`config.mk`:
```
export PLATFORM = sky130hd
export DESIGN_NAME = dbi_ac_codec
export DESIGN_NICKNAME = d
export VERILOG_FILES = /design/src/rtl/dbi_pkg.sv /design/src/rtl/dbi_lane_enc.sv /design/src/rtl/dbi_lane_dec.sv /design/src/rtl/dbi_ac_codec.sv
export SDC_FILE = /design/constraint.sdc
export NUM_CORES = 1
export LEC_CHECK = 0
export ABC_AREA = 1
export BUFFER_PORTS_ARGS = -buffer_cell sky130_fd_sc_hd__buf_2
export CORE_AREA = 2 2 213 215
export CTS_CLUSTER_SIZE = 24
export DETAILED_ROUTE_END_ITERATION = 8
export DIE_AREA = 0 0 215 217
export HOLD_SLACK_MARGIN = 0.02
export PLACE_DENSITY = 0.53
export SYNTH_ARGS = -nofsm -noshare
export SYNTH_HDL_FRONTEND = slang
export SYNTH_SLANG_ARGS = --single-unit
```
`constraint.sdc`:
```
create_clock -name clk -period 6.2 [get_ports clk]
set_input_delay 1.24 -clock clk [delete_from_list [all_inputs] [get_ports clk]]
set_output_delay 1.24 -clock clk [all_outputs]
set_load 0.01 [all_outputs]
```
`src/rtl/dbi_pkg.sv`:
```
package dbi_pkg;

   // Polarity decision for one lane: flip when keeping the byte would
   // toggle more than half the lane, breaking the tie on the prior flag.
   function automatic logic choose_invert(input int unsigned diff,
                                          input int unsigned half,
                                          input logic        prev_inv);
      return (diff > half) || ((diff == half) && prev_inv);
   endfunction

endpackage

```
`src/rtl/dbi_lane_enc.sv`:
```
module dbi_lane_enc #(
   parameter int LANE_W = 8
) (
   input  logic              clk,
   input  logic              rst_n,
   input  logic              hist_clr,
   input  logic              in_valid,
   input  logic [LANE_W-1:0] in_byte,
   output logic [LANE_W-1:0] line_byte,
   output logic              line_inv
);
   localparam int unsigned HALF = LANE_W / 2;
   localparam int          CW   = $clog2(LANE_W + 1);

   logic [LANE_W-1:0] base_byte;
   logic              base_inv;
   logic [CW-1:0]     diff_cnt;
   logic              flip;
   logic [LANE_W-1:0] next_byte;

   // History seen by this beat: cleared state wins over held state.
   always_comb begin
      base_byte = hist_clr ? '0   : line_byte;
      base_inv  = hist_clr ? 1'b0 : line_inv;
      diff_cnt  = CW'($countones(in_byte ^ base_byte));
      flip      = dbi_pkg::choose_invert(32'(diff_cnt), HALF, base_inv);
      next_byte = flip ? ~in_byte : in_byte;
   end

   always_ff @(posedge clk) begin
      if (!rst_n) begin
         line_byte <= '0;
         line_inv  <= 1'b0;
      end else if (in_valid) begin
         line_byte <= next_byte;
         line_inv  <= flip;
      end else if (hist_clr) begin
         line_byte <= '0;
         line_inv  <= 1'b0;
      end
   end
endmodule

```
`src/rtl/dbi_lane_dec.sv`:
```
module dbi_lane_dec #(
   parameter int LANE_W = 8
) (
   input  logic [LANE_W-1:0] line_byte,
   input  logic              line_inv,
   output logic [LANE_W-1:0] data_byte
);
   always_comb data_byte = line_byte ^ {LANE_W{line_inv}};
endmodule

```
`src/rtl/dbi_ac_codec.sv`:
```
module dbi_ac_codec #(
   parameter int DATA_W = 128,
   parameter int LANE_W = 8
) (
   input  logic                       clk,
   input  logic                       rst_n,
   input  logic                       hist_clr,
   input  logic                       in_valid,
   input  logic [DATA_W-1:0]          in_data,
   output logic                       tx_valid,
   output logic [DATA_W-1:0]          tx_line_data,
   output logic [DATA_W/LANE_W-1:0]   tx_line_inv,
   input  logic [DATA_W-1:0]          rx_line_data,
   input  logic [DATA_W/LANE_W-1:0]   rx_line_inv,
   output logic [DATA_W-1:0]          rx_data
);
   localparam int LANES = DATA_W / LANE_W;

   if (LANE_W < 2 || (LANE_W % 2) != 0) begin : g_bad_lane
      $error("LANE_W must be even and at least 2");
   end
   if ((DATA_W % LANE_W) != 0) begin : g_bad_width
      $error("DATA_W must be a multiple of LANE_W");
   end

   always_ff @(posedge clk) begin
      if (!rst_n) tx_valid <= 1'b0;
      else        tx_valid <= in_valid;
   end

   for (genvar k = 0; k < LANES; k++) begin : g_lane
      dbi_lane_enc #(.LANE_W(LANE_W)) u_enc (
         .clk      (clk),
         .rst_n    (rst_n),
         .hist_clr (hist_clr),
         .in_valid (in_valid),
         .in_byte  (in_data[k*LANE_W +: LANE_W]),
         .line_byte(tx_line_data[k*LANE_W +: LANE_W]),
         .line_inv (tx_line_inv[k])
      );
      dbi_lane_dec #(.LANE_W(LANE_W)) u_dec (
         .line_byte(rx_line_data[k*LANE_W +: LANE_W]),
         .line_inv (rx_line_inv[k]),
         .data_byte(rx_data[k*LANE_W +: LANE_W])
      );
   end
endmodule

```
==> results.tsv <==
metric	value	unit
wl_per_cell	14.78	um
seq_area	0.002903	sq mm
max_slew_margin	42.78	%
grt_use_total	18.49	%
cts.sinks	145	
tightestPinTransition	858.3	ps
antenna_found_initial	11	
yosysUniqueCellTypes	22	
cts_buffers	17	
syn_area	0.01363	sq mm
hold_path.class	flip-flop to flip-flop	
irDropWorstVdd	0.3217	mV
power	0.009425	W
dieHeight	217	um
drc	0	
tns	0	ps
pin_count	549	
die_w	215	um
ant_nets	0	
core_area	0.04470	sq mm
slew_viol_final	0	
path_cells	buf_2, inv_4, buf_12, nand2_1, xnor2_1, ha_1, inv_1, fa_1, inv_1, fa_1, ha_1, fa_1, inv_1, nor2_1, nand3_2, nand3_2, nand2_1, nand2_1, nor2_1	
cp.required	6550	ps
via_per_inst	4.664	
initial_core_util	30.50	%
startpoint_type	primary input	
gp_congestion	0.8358	
cts_hold_buf	0	
critPathArrivalTime	5190	ps
multi_input_area	0.009306	sq mm
p_leak	9.379	nW
syn_nets	2355	
finalHoldViolations	0	
yosysWarnings	0	
min_period	4839	ps
rows	78	
maxCapViolCount	0	
worst-setup-path-type	primary input to flip-flop	
postCtsSetupBuffers	0	
dieArea	0.04666	sq mm
path_max_fanout	71	
clkTransAtPathRegs	70	ps
min_period_over_period	78.05	%
yosysSeqAreaShare	21.29	%
first_iter_violations	580	
vias	13950	
synth_area_per_cell	7.104	sq um
grt_max_degree	149	
place_hpwl	33380	um
grt_pass1_vias	13370	
power_density	545.8	mW/mm^2
outcome	finished clean	
whs	503.4	ps
cts-resized-gates	0	
end_kind	flip-flop	
synth_seq_cells	145	
grt-ovfl-total	0	
critPathMaxStageDelay	540	ps
grt_pass1_wl	68460	um
tritoncts	built	
syn_inst	1919	
clockBufferDepth	2	
fin_worst_skew	6.591	ps
setup_violations	0	
area_growth	26.67	%
cts-root-buf	clkbuf_16	
port_buffers	548	
wl	44180	um
fmax	206.6	MHz
rsz0062_at_grt	no	
nFillCells	4745	
clk_latency	480	ps
cp_slowest_cell	fa_1	
drt_first_pass_iters	5	
htreeDepth	4	
nets	2806	
layout-drive-gt1-share	26.65	%
## cells in the mapped netlist
library cell	number	area share (%)
ha_1	96	8.8
inv_2	1	0.028
nand3_2	30	2.2
nand2_1	517	14
o21ai_1	26	0.95
o21ai_0	94	3.5
buf_2	34	1.2
xor2_1	136	8.7
buf_1	17	0.47
or2_2	15	0.69
dfxtp_1	145	21
xnor2_1	120	7.7
a21oi_1	24	0.88
nand3_1	41	1.5
nand4_1	120	5.5
fa_1	64	9.4
clkbuf_1	50	1.4
nor2_1	152	4.2
inv_1	211	5.8
clkinv_1	2	0.055
buf_6	5	0.41
buf_4	19	1.0
## state kept, by name, summed over array words and instances (netlist names)
register                cells
g_lane.u_enc.line_byte    128
g_lane.u_enc.line_inv      16
tx_valid                    1
## report_power, final
group / leakage [nW] / switching (W) / total, W / internal (W)
clock network: 0.293 / 0.000488 / 0.00117 / 0.000684
logic: 7.88 / 0.00427 / 0.00672 / 0.00245
registers: 1.21 / 0.000214 / 0.00153 / 0.00132
## critical path, delay by kind of cell
| kind | cells | cell delay (ps) |
|---|---|---|
| fa+ha+maj | 5 | 1910 |
| buf+inv | 6 | 890 |
| simple gates | 7 | 890 |
| xor+xnor | 1 | 190 |
## worst paths after layout
path,startpoint,end,slack (ps),depth (start not counted)
worst max-delay path,hist_clr,g_lane[8].u_enc.line_byte[3],1360,19
worst min-delay path,g_lane[12].u_enc.line_inv,g_lane[12].u_enc.line_inv,500,2
worst max register to register,g_lane[12].u_enc.line_byte[2],g_lane[12].u_enc.line_byte[1],2600,16
worst min register to register,g_lane[12].u_enc.line_inv,g_lane[12].u_enc.line_inv,500,2
## layer usage
metal	global-route usage, %	wire, um	vias up
met3	6.164	3498	67
met1	21.34	18390	6434
met4	7.333	1144	4
met5	0	28	-
li1	-	-	6962
met2	31.62	21130	478
## final cells by class
class	count	area share [%]
antenna	7	0.1014
tap	600	4.347
sequential	145	16.81
timing repair buffer	557	16.50
multi-input combinational	1435	53.89
clock inverter	12	1.051
clock buffer	20	2.587
inverter	214	4.709
## placed cells by master, fill, tap and decap left out, drive strengths merged, types with 71 or more instances in the layout
cell   netlist  routed
inv        212     214
nand3       71      71
ha          96      96
nand2      517     517
nor2       152     152
buf         75     557
xor2       136     136
nand4      120     120
dfxtp      145     145
o21ai      120     120
xnor2      120     120
## cell families (layout without fill, tap and decap cells)
family	Yosys count	in the layout	share of synthesized area, %
and+or+nand+nor	875	875	28.32
buffers and inverters	339	803	10.44
xor gates and xnor gates	256	256	16.45
adders and majority gates	160	160	18.21
DFF	145	145	21.29
AOI/OAI and AO/OA	144	144	5.286
other	0	7	0
## stage by stage
step	instance area, sq um	utilization [%]	setup slack [ps]	std cells
floorplan	13630	-	1546	1919
global placement	16620	37.19	873.3	2951
detailed placement	16620	37.19	822.0	2951
CTS	17250	38.60	1360	2983
global route	17260	38.61	1082	2986
finish	17270	38.64	1361	2990
(Power assumes the default switching activity.)
